**src/rtl/fca_pkg.sv**
```systemverilog
// Package: shared constants and types for the floating-point CORDIC aligner.
// Assumes: each output word carries one sign bit plus GUARD_BITS headroom bits.
package fca_pkg;
    localparam int GUARD_BITS = 2;

    // Which component owns the larger exponent
    typedef enum logic {
        BIG_IS_X = 1'b0,
        BIG_IS_Y = 1'b1
    } big_side_e;
endpackage

```
**src/rtl/fca_exp_cmp.sv**
```systemverilog
// Module: exponent comparator.
// It finds the larger of two unsigned exponents, the absolute difference between them
// and the side that owns the larger one. On a tie, x counts as the larger side and the
// difference is zero. Purely combinational.
module fca_exp_cmp
    import fca_pkg::*;
#(
    parameter int EXP_W = 8
) (
    input  logic [EXP_W-1:0] exp_a,
    input  logic [EXP_W-1:0] exp_b,
    output logic [EXP_W-1:0] exp_max,
    output logic [EXP_W-1:0] exp_diff,
    output big_side_e        big_side
);
    // Compare the exponents and form the difference and the selection
    always_comb begin
        if (exp_a >= exp_b) begin
            big_side = BIG_IS_X;
            exp_max  = exp_a;
            exp_diff = exp_a - exp_b;
        end else begin
            big_side = BIG_IS_Y;
            exp_max  = exp_b;
            exp_diff = exp_b - exp_a;
        end
    end
endmodule

```
**src/rtl/fca_rshift.sv**
```systemverilog
// Module: logarithmic right shifter for an unsigned magnitude.
// There is one mux stage for each shift-amount bit below log2(DATA_W). A shift amount
// equal to or larger than DATA_W gives zero. Assumes SHIFT_W >= $clog2(DATA_W) and that
// SHIFT_W+1 bits can represent DATA_W.
module fca_rshift #(
    parameter int DATA_W  = 28,
    parameter int SHIFT_W = 8
) (
    input  logic [DATA_W-1:0]  data_in,
    input  logic [SHIFT_W-1:0] shift_amt,
    output logic [DATA_W-1:0]  data_out
);
    localparam int STAGES = $clog2(DATA_W);

    logic [DATA_W-1:0] stage_q [0:STAGES];
    logic              too_far;

    assign stage_q[0] = data_in;

    // One stage per power-of-two shift distance
    for (genvar k = 0; k < STAGES; k++) begin : g_stage
        assign stage_q[k+1] = shift_amt[k] ? (stage_q[k] >> (2**k)) : stage_q[k];
    end

    // Detect a shift that moves every bit out of the word
    assign too_far  = ({1'b0, shift_amt} >= (SHIFT_W+1)'(DATA_W));
    assign data_out = too_far ? '0 : stage_q[STAGES];
endmodule

```
**src/rtl/fca_sign_word.sv**
```systemverilog
// Module: converts an unsigned magnitude plus a sign into a wider two's-complement
// word. The extra top bits act as headroom. Assumes WORD_W > MAG_W. Purely combinational.
module fca_sign_word #(
    parameter int MAG_W  = 28,
    parameter int WORD_W = 31
) (
    input  logic              neg,
    input  logic [MAG_W-1:0]  mag,
    output logic [WORD_W-1:0] word
);
    logic [WORD_W-1:0] mag_ext;

    // Zero-extend the magnitude, then negate it when the sign is set
    always_comb begin
        mag_ext = WORD_W'(mag);
        word    = neg ? (~mag_ext + WORD_W'(1)) : mag_ext;
    end
endmodule

```
**src/rtl/fp_cordic_aligner.sv**
```systemverilog
// Module: floating-point CORDIC input aligner (top).
// It accepts x and y as sign, exponent and mantissa. Both components are moved to the
// larger exponent by right-shifting the smaller one. Both are output as two's-complement
// words with one sign bit and two guard bits. There is one register stage behind a
// valid/ready handshake.
// Assumes: circular rotations only. The mantissas are unsigned magnitudes.
module fp_cordic_aligner
    import fca_pkg::*;
#(
    parameter int MANT_W = 28,
    parameter int EXP_W  = 8,
    localparam int WORD_W = MANT_W + 1 + GUARD_BITS
) (
    input  logic              clk,
    input  logic              rst_n,
    input  logic              in_valid,
    output logic              in_ready,
    input  logic              x_sign,
    input  logic [EXP_W-1:0]  x_exp,
    input  logic [MANT_W-1:0] x_mant,
    input  logic              y_sign,
    input  logic [EXP_W-1:0]  y_exp,
    input  logic [MANT_W-1:0] y_mant,
    output logic              out_valid,
    input  logic              out_ready,
    output logic [EXP_W-1:0]  out_exp,
    output logic [WORD_W-1:0] out_x,
    output logic [WORD_W-1:0] out_y
);
    logic [EXP_W-1:0]  exp_max;
    logic [EXP_W-1:0]  exp_diff;
    big_side_e         big_side;
    logic [MANT_W-1:0] small_mant;
    logic [MANT_W-1:0] small_shifted;
    logic [MANT_W-1:0] x_aligned;
    logic [MANT_W-1:0] y_aligned;
    logic [WORD_W-1:0] x_word;
    logic [WORD_W-1:0] y_word;

    fca_exp_cmp #(.EXP_W(EXP_W)) exp_cmp_i (
        .exp_a    (x_exp),
        .exp_b    (y_exp),
        .exp_max  (exp_max),
        .exp_diff (exp_diff),
        .big_side (big_side)
    );

    // Route the smaller-exponent mantissa into the single shared shifter
    assign small_mant = (big_side == BIG_IS_Y) ? x_mant : y_mant;

    fca_rshift #(.DATA_W(MANT_W), .SHIFT_W(EXP_W)) rshift_i (
        .data_in   (small_mant),
        .shift_amt (exp_diff),
        .data_out  (small_shifted)
    );

    // Put the shifted and the unshifted mantissa back on their own components
    always_comb begin
        if (big_side == BIG_IS_Y) begin
            x_aligned = small_shifted;
            y_aligned = y_mant;
        end else begin
            x_aligned = x_mant;
            y_aligned = small_shifted;
        end
    end

    fca_sign_word #(.MAG_W(MANT_W), .WORD_W(WORD_W)) sign_x_i (
        .neg  (x_sign),
        .mag  (x_aligned),
        .word (x_word)
    );

    fca_sign_word #(.MAG_W(MANT_W), .WORD_W(WORD_W)) sign_y_i (
        .neg  (y_sign),
        .mag  (y_aligned),
        .word (y_word)
    );

    // Accept a new pair when the output register is empty or is being drained
    assign in_ready = !out_valid || out_ready;

    // Output register: load on acceptance, hold during a stall
    always_ff @(posedge clk) begin
        if (!rst_n) begin
            out_valid <= 1'b0;
            out_exp   <= '0;
            out_x     <= '0;
            out_y     <= '0;
        end else if (in_ready) begin
            out_valid <= in_valid;
            if (in_valid) begin
                out_exp <= exp_max;
                out_x   <= x_word;
                out_y   <= y_word;
            end
        end
    end
endmodule

```
**config.mk**
```make
export PLATFORM = sky130hd
export DESIGN_NAME = fp_cordic_aligner
export DESIGN_NICKNAME = d
export VERILOG_FILES = /design/src/rtl/fca_pkg.sv /design/src/rtl/fca_exp_cmp.sv /design/src/rtl/fca_rshift.sv /design/src/rtl/fca_sign_word.sv /design/src/rtl/fp_cordic_aligner.sv
export SDC_FILE = /design/constraint.sdc
export NUM_CORES = 1
export LEC_CHECK = 0
export ABC_AREA = 1
export BUFFER_PORTS_ARGS = -buffer_cell sky130_fd_sc_hd__buf_4
export CAP_MARGIN = 20
export CORE_MARGIN = 5
export CORE_UTILIZATION = 59
export DETAILED_ROUTE_END_ITERATION = 8
export PLACE_DENSITY = 0.86
export SYNTH_ARGS = -nofsm -noshare
export SYNTH_HDL_FRONTEND = slang
export SYNTH_HIERARCHICAL = 1
export SYNTH_SLANG_ARGS = --single-unit
```
**constraint.sdc**
```tcl
create_clock -name clk -period 6.5 [get_ports clk]
set_input_delay 1.3 -clock clk [delete_from_list [all_inputs] [get_ports clk]]
set_output_delay 1.3 -clock clk [all_outputs]
set_load 0.01 [all_outputs]
```
### Word-level counts from Yosys, hierarchy flattened

Cells that the tools add are included.
Widths: inputs -> output; s select.

* logic and storage cells: 28
* flip-flop bits (word level): 71

* reductions and logical operators: 3
* order comparisons: 2
* add/sub/neg operators: 4
* bitwise logic cells: 2
* mux-type cells: 13

Operators with widths (number)
* $mux 28: 9
* $add 31x1->31 const B: 2
* $mux 31: 2
* $not 28->31: 2
* $mux 8: 2
* $sub 8x8->8: 2
* $ge 8x5->1 const B: 1
* $ge 8x8->1: 1
* $reduce_and 2->1: 1
* $logic_not 1->1: 1
* $logic_or 1x1->1: 1

### Longest topological paths before layout

Gate-level depths: netlist of run 1.

* depth after elaboration: 12
* depth in mapped cells: 36
* mapped depth without buffers: 34

### Modules after synthesis

Netlist of run 1, hierarchy kept.

Modules (own cells, without submodules)
* fp_cordic_aligner: instances 1, cells an instance 647, area an instance 4182.8 µm²
* fca_sign_word: instances 2, cells an instance 186, area an instance 907.1 µm²
* fca_rshift: instances 1, cells an instance 314, area an instance 1620.3 µm²
* fca_exp_cmp: instances 1, cells an instance 182, area an instance 1059.8 µm²

### Worst setup path after synthesis of run 1

Ideal clock, no wire load.

* path kind: input to register
* start: in x_exp[0]
* end: reg out_x[24]
* arrival time: 4.838 ns
* slack: 1.547 ns
* stages on the path: 29
* data required time: 6.385 ns
* path through: inv_1 -> ha_1 -> fa_1 -> inv_1 -> nand2_1 -> nand2_1 -> nand3_2 -> nand2_1 -> nor2_4 -> o21ai_0 -> inv_1 -> o31ai_4 -> inv_2 -> nand2_1 -> nor2_1 -> mux2_2 -> inv_1 -> ha_1 -> nand2_2 -> nor2_4 -> nand2_1 -> nand2_2 -> nand2_1 -> nand2_1 -> nand2_1 -> inv_1 -> nand3_1 -> nand2_1 -> nor2_1

RTL lines
* start, declared: line fp_cordic_aligner.sv:19 `input logic [EXP_W-1:0] x_exp,`
* $sub 8x8->8 (tied with other cells): line fca_exp_cmp.sv:25 `exp_diff = exp_b - exp_a;`
* $mux 8 (*): line fca_exp_cmp.sv:18 `if (exp_a >= exp_b) begin`
* net exp_diff[4]: line fp_cordic_aligner.sv:31 `logic [EXP_W-1:0] exp_diff;`
* $ge 8x5->1 or $mux 28 (tied branches): line fca_rshift.sv:26, fca_rshift.sv:22
* $mux 28 (*): line fca_rshift.sv:27 `assign data_out = too_far ? '0 : stage_q[STAGES];`
* net small_shifted[0]: line fp_cordic_aligner.sv:34 `logic [MANT_W-1:0] small_shifted;`
* $mux 28 (*): line fp_cordic_aligner.sv:59 `if (big_side == BIG_IS_Y) begin`
* net x_aligned[0]: line fp_cordic_aligner.sv:35 `logic [MANT_W-1:0] x_aligned;`
* $not 28->31 (*): line fca_sign_word.sv:16 `word = neg ? (~mag_ext + WORD_W'(1)) : mag_ext;`
* $add 31x1->31 (*): line fca_sign_word.sv:16
* $mux 31 (*): line fca_sign_word.sv:16
* net x_word[24]: line fp_cordic_aligner.sv:37 `logic [WORD_W-1:0] x_word;`
* end signal, assigned: line fp_cordic_aligner.sv:94 `out_x <= x_word;`
* end, declared: line fp_cordic_aligner.sv:27 `output logic [WORD_W-1:0] out_x,`

The timed path passes the listed nets; every way through them passes the cells marked *.
A chain may end at the register's enable or synchronous reset.

### Worst setup path after layout of run 1

* start: in x_exp[6]
* end: reg out_y[22]

* cells in the longest elaborated chain, start to end: 12

RTL lines
* $ge 8x8->1: line fca_exp_cmp.sv:18
* $mux 28: line fp_cordic_aligner.sv:49 `assign small_mant = (big_side == BIG_IS_Y) ? x_mant : y_mant;`
* net small_mant[19]: line fp_cordic_aligner.sv:33 `logic [MANT_W-1:0] small_mant;`
* $mux 28 (5 in a row): line fca_rshift.sv:22 `assign stage_q[k+1] = shift_amt[k] ? (stage_q[k] >> (2**k)) : stage_q[k];`
* $mux 28: line fca_rshift.sv:27
* net small_shifted[17]: line fp_cordic_aligner.sv:34
* $mux 28: line fp_cordic_aligner.sv:59
* net y_aligned[17]: line fp_cordic_aligner.sv:36 `logic [MANT_W-1:0] y_aligned;`
* $not 28->31: line fca_sign_word.sv:16
* $add 31x1->31: line fca_sign_word.sv:16
* $mux 31: line fca_sign_word.sv:16
* net y_word[22]: line fp_cordic_aligner.sv:38 `logic [WORD_W-1:0] y_word;`
* end signal, assigned: line fp_cordic_aligner.sv:95 `out_y <= y_word;`
* end, declared: line fp_cordic_aligner.sv:28 `output logic [WORD_W-1:0] out_y`

The timed path passes the listed nets, and every way through them passes these cells.

==> results.md, run 1 <==
- For this design the static power due to leakage is 5.21 nW.
- The cell taking the most area after synthesis is nand2_1.
- In this run the core area contains 44 standard-cell rows.
- Entering global routing, the biggest net connects 80 pins.
- The transition time of the tightest slew-check pin is approximately 740 ps.
- The min-delay analysis places its worst path in the category flip-flop to flip-flop.
- The peak ir drop on the vdd network is roughly 140 uV.
- In this design, the stage delay of the slowest critical-path cell is 530 ps.
- For this design, the slowest cell found on the critical path is nor2_4.
- The critical path is of the input port to flip-flop type.
- The compound-gate portion of the synthesized area is 0.119.
- For this design, the CTS-stage hold fixing added 0 buffers.
- By instance count, the cell type seen most on the critical path is nand2_1.
- Of the total synthesized cell area, the portion taken by full adders, half adders and majority gates is 0.0291.
- Data on the critical path arrives at its endpoint at 5870 ps.
- For this design the top-level I/O count stands at 150.
- The count of different cell masters after synthesis is 42.
- Of all nets on the critical path, the largest fanout is 41.
- The synthesized cell area is 8680 um^2.
- The detailed router finished its first iteration with 930 violations.
- The maximum clock frequency is between 0.15 and 0.2 GHz.
- The total number of clock tree sinks is 71.
- The final layout contains routed wiring with a total length of 27.4 mm.
- Setup repair after global routing left no endpoint under its margin.
- The initial antenna violation count is 0.
- The clock slew at the register clock pins of the worst setup and hold paths is 60 ps.
- The via count of the first global-routing pass is 8,797.
- After synthesis, the share of flip-flops with an asynchronous set or reset is 0.
- The max-slew violation count is 0.
- After filler insertion, the fill cell instance count of the layout stands at 1,429.
- By area, the combinational part of the netlist is dominated by simple AND/OR/NAND/NOR gates.
- The gate count of the mapped netlist is 1,515.
- Setup violations remaining at the end of the flow were counted as 0.
- The repair_antennas step left the layout with diodes totalling 0.
- Max-cap violations in this run came to 0.
- The clock arrives with about 4.3 ps of skew.
- The flow ran to the end, and the final reports show no timing, DRC or antenna violations.
- The share of the Yosys chip area taken by registers is 0.164.
- From bottom edge to top edge, the die measures about 130 um.
- The total overflow left after global routing is 0.
- After detailed placement, the total cell area comes to 9510 um^2.
- The number of remaining DRC errors is 0.
- For this configuration, the core starts out at a cell density of 0.599.
- At the worst endpoint, the required time is 6730 ps.
- The worst slew slack as a fraction of its limit is 0.504.
- The number of nets at the end of the flow is around 1.7k.
- Synthesis inferred 71 register bits.
- Compared with the post-synthesis result, the final layout area differs by 13.1%.
- The placeable core region is about 14,000 um^2.
- The number of resized instances in the post-cts repair step is 0.
- The average instance in the mapped netlist occupies 5.73 um^2.
- Of the total synthesized cell area, the portion taken by AND, OR, NAND and NOR gates is 0.464.
- The root buffer cell chosen for the clock tree is clkbuf_16.
- The maximum buffer depth of the clock tree is 2.
- The first-pass GRT wire length is ~44 mm.
- Dividing the detail-routed via count by the number of cells gives 5.53.
- For this run, the total global-route usage over all layers was measured as 0.304.
- The die area is 17,200 um^2.
- TritonCTS built the clock tree.
- In the post-synthesis netlist, the biggest area contributors are nand2_1 17%, dfxtp_1 16%, nand3_1 13%, nor2_1 8.0%, inv_1 7.4%.
- The floorplan step set the die width to between 100 and 150 um.
- The first detailed-routing pass took 5 iterations.
- After synthesis, the share of cell area in mux cells is 0.0389.
- The most used flip-flop cell after synthesis is dfxtp_1.
- The total negative slack for setup checks is 0 ps.
- The routability-driven placement congestion ratio is about 1.0.
- The source-to-sink clock delay at the later pin of the worst-skew pair is ~340 ps.
- The area share of xor/xnor cells in the synthesized design is 0.0343.
- Of the available clock period, the critical path in the final layout requires 0.868.
- The number of CTS-inserted buffers is 9.
- Buffers added to address setup during post-CTS repair amount to 0.
- The fraction of post-synthesis cell area in the top cell type by area is 0.171.
- The minimum clock period after layout is 5640 ps.
- The yosys synthesis warning count is 6.
- The routed via count is about 10k.
- The count of nets left with antenna violations after detail routing is 0.
- The H-tree depth is 3.
- The per-cell routed wire length is 15.4 um.
- The number of nets handed over by synthesis was 1,612.
- Detailed placement finished with a half-perimeter wire length of 21.8 mm.
- Dividing total power by cell area gives a power density of 237 nW/um^2.
- The count of buffers inserted at the top-level ports is about 150.
- STA classifies the critical path endpoint as a flip-flop.
- The critical path launch point type is an input port.
- The ratio of cells with drive above 1 in the final layout is 0.183.
- The final non-filler cell area is between 9000 and 10,000 um^2.
- The count of endpoints failing hold in the final timing report came to 0.
- The number of synthesized flops with an enable pin is 0.
## per-layer routing
layer  vias up  GRT usage  wire (um)
met5         -          0          0
li1       4981          -          -
met3        68     0.0554       2290
met2       441      0.491      12600
met1      4384      0.402      11500
met4         0      0.119       1030
## placed cells by master, fill, tap and decap left out, drive strengths merged, types with 4 or more instances in the layout
master  Yosys  layout
a21oi     118     118
buf        77     162
clkbuf     16      10
dfxtp      71      71
ha         17      17
inv       179     181
mux2       28      28
nand2     423     423
nand3     241     241
nand3b     12      12
nand4      10      10
nor2      211     211
nor3        4       4
o21ai      66      66
xnor2      21      21
xor2       13      13
## worst max-delay path, delay by kind of cell
kind,cells,cell delay (ps)
simple gates,20,2440
buf+inv,5,550
fa+ha+maj,1,390
compound gates,4,1150
## registers in the layout, summed over array words and instances, names as in the netlist
register and cells:
out_x 31, out_y 31, out_exp 8, out_valid 1
## area by class of cell
type | count | area (um^2) | area share
Inverter | 179 | 679 | 0.0693
Clock buffer | 10 | 229 | 0.0233
Timing Repair Buffer | 162 | 1230 | 0.125
Clock inverter | 6 | 68.8 | 0.00701
Multi-Input combinational cell | 1172 | 5950 | 0.607
Sequential cell | 71 | 1420 | 0.145
Tap cell | 184 | 230 | 0.0235
## Yosys cell counts (all sizes together) (12+ instances only)
master / count
nand3: 241
buf: 77
nand3b: 12
inv: 179
ha: 17
mux2: 28
clkbuf: 16
o21ai: 66
nor2: 211
xor2: 13
a21oi: 118
nand2: 423
dfxtp: 71
xnor2: 21
## per-stage QoR
step	hold slack [ps]	setup slack, ps	utilization	std cells	total power, mW
2_1_floorplan	519	1550	-	1515	1.51
3_3_place_gp	461	771	0.657	1768	1.80
3_5_place_dp	469	664	0.657	1768	1.82
4_1_cts	484	1010	0.678	1784	2.31
5_1_grt	504	487	0.678	1784	2.50
6_report	479	858	0.678	1784	2.33
## report_power, final
group	switching (mW)	internal [mW]	total [mW]
Clock	0.191	0.299	0.490
Sequential	0.0264	0.481	0.508
Combinational	0.860	0.470	1.33
## final timing paths
check / start / endpoint / slack (ps) / cells after the start
max: x_exp[6] / out_y[22] / 860 / 30
min: out_exp[4] / out_exp[4] / 480 / 2
max reg2reg: out_valid / out_y[3] / 4550 / 5
min reg2reg: out_exp[4] / out_exp[4] / 480 / 2
## kinds of logic after synthesis
| family | Yosys count |
|---|---|
| buffers and inverters | 272 |
| adders and majority gates | 19 |
| and+or+nand+nor | 903 |
| muxes | 28 |
| xor gates and xnor gates | 34 |
| AOI/OAI and AO/OA | 188 |
| DFF | 71 |
(Power assumes the default switching activity.)
==> inputs of run 2 (changes only) <==
- CTS_CLUSTER_DIAMETER: not set -> 80
- PLACE_DENSITY: 0.86 -> 0.83
==> run 2 against run 1 <==
  * Combinational power is essentially flat
  * Non-clock buffer count shrank 2
  * Cell count shrank 0.17%
  * Register-to-register slack about the same
  * Cell area down 0.50%
  * Sequential cell count unchanged
  * Clock skew up 1.6 ps
  * Worst hold slack improved by 0.87 ps
  * Utilization is 0.34 points lower
  * Via count hardly changed
  * Critical path type unchanged
==> results.md, run 2 (synthesized netlist as in run 1, its figures left out) <==
- After filler insertion, the fill cell instance count of the layout stands at between 1k and 1.5k.
- The sequential cell area is 1420 um^2.
- The flow ran to the end, and the final reports show no timing, DRC or antenna violations.
- The placed wire-length estimate is 21.7 mm.
- The post-CTS repair timing setup buffer count is 0.
- The largest registers in the layout are out_x: 31 flops, out_y: 31 flops, out_exp: 8 flops.
- In the final layout, the multi-input gates occupy 5950 um^2.
- The routed design has 27.5 mm of wire.
- The ratio of cells with drive above 1 in the final layout is 0.182.
- For this run, the post-layout net count is about 1.7k.
- Setup repair after global routing left no endpoint under its margin.
- In this run the count of I/O pins placed on the die edge is 150.
- In this run the core area contains 44 standard-cell rows.
- The via count of the first global-routing pass is 8,876.
- The longest clock path from root to sink contains 2 buffers.
- The die is around 130 um wide.
- The standby leakage power is 5.18 nW.
- The critical path launch point type is an input port.
- The first-pass GRT wire length is 44.7 mm.
- The floorplan step set the die height to 131 um.
- The count of endpoints failing hold in the final timing report is 0.
- Data arrives at the worst endpoint at 5980 ps.
- The setup path with the least slack is of type input port to flip-flop.
- On the critical path, the stage with the largest delay is an instance of nor2_4.
- The per-cell via count in the routed design is 5.55.
- The initial utilization of the core area, before any placement, comes to 0.599.
- Clock-pin slew was measured on the worst setup and hold paths at 60 ps.
- The number of remaining DRC errors is 0.
- Entering global routing, the biggest net connects 90 pins.
- The minimum setup slack in the final design is 796 ps.
- The source-to-sink clock delay at the later pin of the worst-skew pair is about 340 ps.
- The post-route clock skew is approximately 5.9 ps.
- The required time reported for the critical path endpoint is 6780 ps.
- CTS placed an instance of clkbuf_16 at the clock tree root.
- The max-slew violation count was 0.
- For this block, the via count after detailed routing is around 9.9k.
- For the final routed database, the setup TNS stands at 0 ps.
- The count of buffers inserted at the top-level ports is between 100 and 150.
- The portion of the clock cycle consumed by the worst path in the final layout is 0.878.
- The peak ir drop on the vdd network is 135 uV.
- The number of maximum-capacitance constraint violations is 0.
- The total congestion overflow after global routing is 0.
- The tree built by TritonCTS fans out to 71 sinks.
- After detailed routing, the average wire length per cell comes to 15.5 um.
- The initial antenna violation count is 0.
- Relative to the synthesized area, the layout overhead comes to 12.5%.
- Static timing analysis puts the maximum clock frequency at between 0.15 and 0.2 GHz.
- The most numerous cell type found on the critical path is nand2_1.
- At the placement stage, the worst setup path has a slack of 554 ps.
- The total power per unit cell area is 234 nW/um^2.
- The count of nets left with antenna violations after detail routing is 0.
- In the global route stage, overall resource usage came out at 0.308.
- The number of resized instances in the post-cts repair step is 0.
- The die covers 17,200 um^2.
- The count of endpoints failing setup in the final report is 0.
- The congestion estimate from routability-driven global placement came to 1.03.
- The number of antenna diodes in the final layout is 0.
- In the layout the commonest cells are 396 x nand2_1, 229 x nand3_1, 186 x nor2_1.
- In this run, post-CTS hold repair placed 0 buffers.
- The first-pass detailed-route iteration total is 6.
- Clock tree synthesis inserted a total of 9 buffers.
- The transition time of the tightest slew-check pin is around 830 ps.
- The kind of end point of the critical path is a flip-flop.
- The H-tree depth is 3.
- The min-delay analysis places its worst path in the category flip-flop to flip-flop.
- The placeable core region is 14,500 um^2.
- Measured against its own limit, the worst slew margin works out to 0.447.
- The CTS tree is built.
- The library cell used most frequently in the layout, excluding fill and tap cells, is nand2_1.
- The number of DRC violations after detailed-routing iteration 0 is roughly 860.
- The minimum clock period after layout is 5700 ps.
- In this run the worst path has a maximum fanout of between 40 and 50.
- The delay of the slowest cell on the worst path is 580 ps.
[run 2: changes by cell type in the layout (fill, tap and decap cells not counted), sizes merged]
cell,change
buf,-2
bufinv,-1
clkinv,+1
inv,-1
[run 2: cell type report]
cell class | instances | area share
Clock buffer | 10 | 0.0235
Clock inverter | 5 | 0.00359
Inverter | 179 | 0.0696
Multi-Input combinational cell | 1172 | 0.610
Sequential cell | 71 | 0.146
Tap cell | 184 | 0.0236
Timing Repair Buffer | 160 | 0.124
[run 2: power breakdown]
part / total (mW) / switching, mW / internal [mW]
combinational: 1.34 / 0.868 / 0.468
sequential: 0.507 / 0.0255 / 0.481
clock: 0.442 / 0.185 / 0.256
[run 2: path summary, 6_finish.rpt]
kind	endpoint	startpoint	slack (ps)	depth (start not counted)
worst max-delay path	out_y[13]	x_exp[3]	800	29
worst min-delay path	out_y[11]	out_y[11]	480	2
worst max register to register	out_y[23]	out_valid	4550	5
worst min register to register	out_y[11]	out_y[11]	480	2
[run 2: per-stage QoR]
stage | power, mW | cells | hold WS, ps | util | cell area, um^2
2_1_floorplan | 1.51 | 1515 | 519 | - | 8680
3_3_place_gp | 1.81 | 1766 | 459 | 0.656 | 9500
3_5_place_dp | 1.82 | 1766 | 470 | 0.656 | 9500
4_1_cts | 2.27 | 1781 | 485 | 0.674 | 9760
5_1_grt | 2.45 | 1781 | 501 | 0.674 | 9760
6_report | 2.28 | 1781 | 480 | 0.674 | 9760
[run 2: worst max-delay path: cells and delay by family]
kind | cells | cell delay, ps
AND/OR/NAND/NOR | 21 | 2900
AO/OA/AOI/OAI | 2 | 580
buffers and inverters | 4 | 490
adder cells (fa/ha/maj) | 1 | 410
XOR/XNOR | 1 | 270
[run 2: metal layers]
| metal | part of all wire | track usage | vias to the layer above |
|---|---|---|---|
| met3 | 0.073 | 0.0593 | 63 |
| li1 | - | - | 4980 |
| met5 | 0 | 0 | - |
| met4 | 0.036 | 0.107 | 0 |
| met2 | 0.46 | 0.505 | 398 |
| met1 | 0.43 | 0.405 | 4437 |
==> inputs of run 3 (changes only) <==
- CORE_ASPECT_RATIO: not set -> 0.9
- CTS_CLUSTER_SIZE: not set -> 25
==> run 3 against run 2 <==
  * Clock skew decreased by 1.3 ps
  * Clock power increased by 22%
  * Combinational power about the same
  * Fmax grew 3.4%
  * Routed wire length is 0.90% higher
  * Sequential cell count unchanged
  * Highest routed layer unchanged
==> results.md, run 3 (synthesized netlist as in run 1, its figures left out) <==
- For the final routed database, the setup TNS stands at 0 ps.
- The worst hold path was traced through 2 stages.
- The count of buffers inserted at the top-level ports is 149.
- The initial utilization of the core area, before any placement, comes to 0.596.
- Gates resized during post-CTS repair numbered 0.
- The clock slew at the register clock pins of the worst setup and hold paths is roughly 60 ps.
- The minimum clock period after layout is 5520 ps.
- Dividing total power by cell area gives a power density of 242 nW/um^2.
- The kind of end point of the critical path is a flip-flop.
- The CTS tree is built.
- In this run the post-CTS setup repair buffer count came out at 0.
- The count of hold-fix buffers inserted at cts is 0.
- The routed design has 27.8 mm of wire.
- The signed area change from the synthesized netlist to the final layout is 13.4%.
- The routed via count is 9,897.
- The HPWL after detailed placement is roughly 22 mm.
- The peak ir drop on the vdd network is 142 uV.
- The number of remaining DRC errors is 0.
- Pin placement for this block handled 150 I/O pins.
- The required time reported for the critical path endpoint is 6780 ps.
- The per-cell via count in the routed design is 5.51.
- The H-tree generated during clock tree synthesis spans 3 levels.
- The cell at the root of the clock tree is clkbuf_16.
- The standby leakage power is 5.21 nW.
- The first-pass detailed-route iteration total is 5.
- Once placement completed, the tool counted placed cells totaling 1,780.
- The worst path meets setup with 984 ps of slack.
- The via count of the first global-routing pass is 8,537.
- The reg2reg setup slack is 4500 ps.
- Of the available clock period, the critical path in the final layout requires 0.849.
- The antenna diode count is 0.
- Leaving out fill and tap cells, the most frequent cells in the layout are 396 x nand2_1, 229 x nand3_1, 186 x nor2_1.
- The initial antenna violation count is 0.
- The critical path launch point type is an input port.
- On the final layout, the worst clock skew is 4.63 ps.
- Setup repair after global routing left no endpoint under its margin.
- The critical path is of the input port to flip-flop type.
- Timing analysis after detailed placement gives a worst setup slack of 741 ps.
- The all-layer global routing usage is 0.312.
- The ratio of cells with drive above 1 in the final layout is 0.182.
- The first global-routing pass estimated 43.4 mm of wire.
- For this block, the initial DRC count from the detailed router was roughly 1.0k.
- The placeable core region is between 10,000 and 15,000 um^2.
- In this run the deepest clock path goes through 2 buffers.
- Setup violations remaining at the end of the flow were counted as 0.
- The depth of the worst register-to-register path is 5.
- The count of nets left with antenna violations after detail routing is 0.
- The per-cell routed wire length is 15.5 um.
- Once layout is complete, the utilization of the core stands at 0.676.
- The final layout contains 1,690 nets.
- In this run the critical register-to-register path is captured at out_y[2].
- The maximum clock frequency is 0.181 GHz.
- The die height is 125 um.
- The class of the worst hold path is flip-flop to flip-flop.
- The count of endpoints failing hold in the final timing report is 0.
- The number of clock buffers added by TritonCTS is 9.
- The number of maximum-capacitance constraint violations is 0.
- Measured against its own limit, the worst slew margin works out to 0.463.
- Row generation in the floorplan step produced 42 rows.
- The total number of clock tree sinks is 71.
- The flow ran to the end, and the final reports show no timing, DRC or antenna violations.
- The largest single stage delay on the critical path is around 460 ps.
- The path with the worst hold slack has its endpoint at out_y[21].
- On the critical path, the stage with the largest delay is an instance of o31ai_4.
- The library cell used most frequently in the layout, excluding fill and tap cells, is nand2_1.
- Summing internal, switching and leakage power gives about 2.4 mW.
- The max-slew violation count is 0.
- The total congestion overflow after global routing is 0.
- The maximum number of pins on one net before global-route repair is 98.
- The data arrival time of the critical path is around 5800 ps.
- The transition time of the tightest slew-check pin is 805 ps.
- The source-to-sink clock delay at the later pin of the worst-skew pair is approximately 340 ps.
- The cell repeated most along the worst path is nand2_1.
- The beginning of the worst hold path is out_y[21].
- The largest registers in the layout are out_x: 31 flops, out_y: 31 flops, out_exp: 8 flops.
- The width of the die is 138 um.
- The routability-driven placement congestion ratio is 1.07.
- The die area is around 17,000 um^2.
- The startpoint of the worst register-to-register path is out_valid.
- In this run the worst path has a maximum fanout of 16.
- The post-layout instance count excluding filler cells is ~1.8k.
## run 3: changes by cell type in the layout (fill, tap and decap cells not counted), sizes merged
cell    delta
bufinv     +2
clkinv     -1
## run 3: metal layers
| metal | global-route usage | routed length, um | up-vias |
|---|---|---|---|
| met5 | 0 | 0 | - |
| li1 | - | - | 4979 |
| met2 | 0.511 | 12700 | 416 |
| met4 | 0.0924 | 770 | 0 |
| met1 | 0.429 | 11800 | 4455 |
| met3 | 0.0394 | 2420 | 47 |
## run 3: power breakdown
part / switching [mW] / total, mW / leakage, nW / internal [mW]
registers: 0.0261 / 0.507 / 0.590 / 0.481
clock network: 0.199 / 0.538 / 0.153 / 0.339
logic: 0.871 / 1.34 / 4.47 / 0.469
total: 1.10 / 2.38 / 5.21 / 1.29
## run 3: layout make-up
class | instances | area, um^2
clock buffers | 10 | 229
clock inverters | 6 | 93.8
fillers | 1414 | 4720
inverters | 179 | 679
multi-input cells | 1172 | 5950
flip-flops and latches | 71 | 1420
well taps | 198 | 248
repair buffers | 160 | 1210
## run 3: through the flow
step	instance area, um^2	hold slack, ps
4_1_cts	9840	484
5_1_grt	9840	502
2_1_floorplan	8680	519
6_report	9840	481
3_5_place_dp	9520	470
3_3_place_gp	9520	461
## run 3: worst max path at each step
| stage | slack, ps | start | cells past startpoint | to |
|---|---|---|---|---|
| 2_1_floorplan | 1550 | x_exp[0] | 29 | out_x[24] |
| 5_1_grt | 670 | x_exp[0] | 30 | out_x[10] |
| 6_report | 980 | x_exp[0] | 30 | out_x[16] |
| 3_3_place_gp | 780 | x_exp[0] | 30 | out_x[16] |
| 4_1_cts | 1050 | x_exp[0] | 30 | out_x[16] |
| 3_5_place_dp | 740 | x_exp[0] | 32 | out_x[24] |
## run 3: critical path, delay by kind of cell
family	cells	cell delay, ps
XOR/XNOR	1	170
buffers and inverters	9	1170
multiplexers	1	320
adder cells (fa/ha/maj)	3	850
AO/OA/AOI/OAI	2	630
AND/OR/NAND/NOR	14	1340
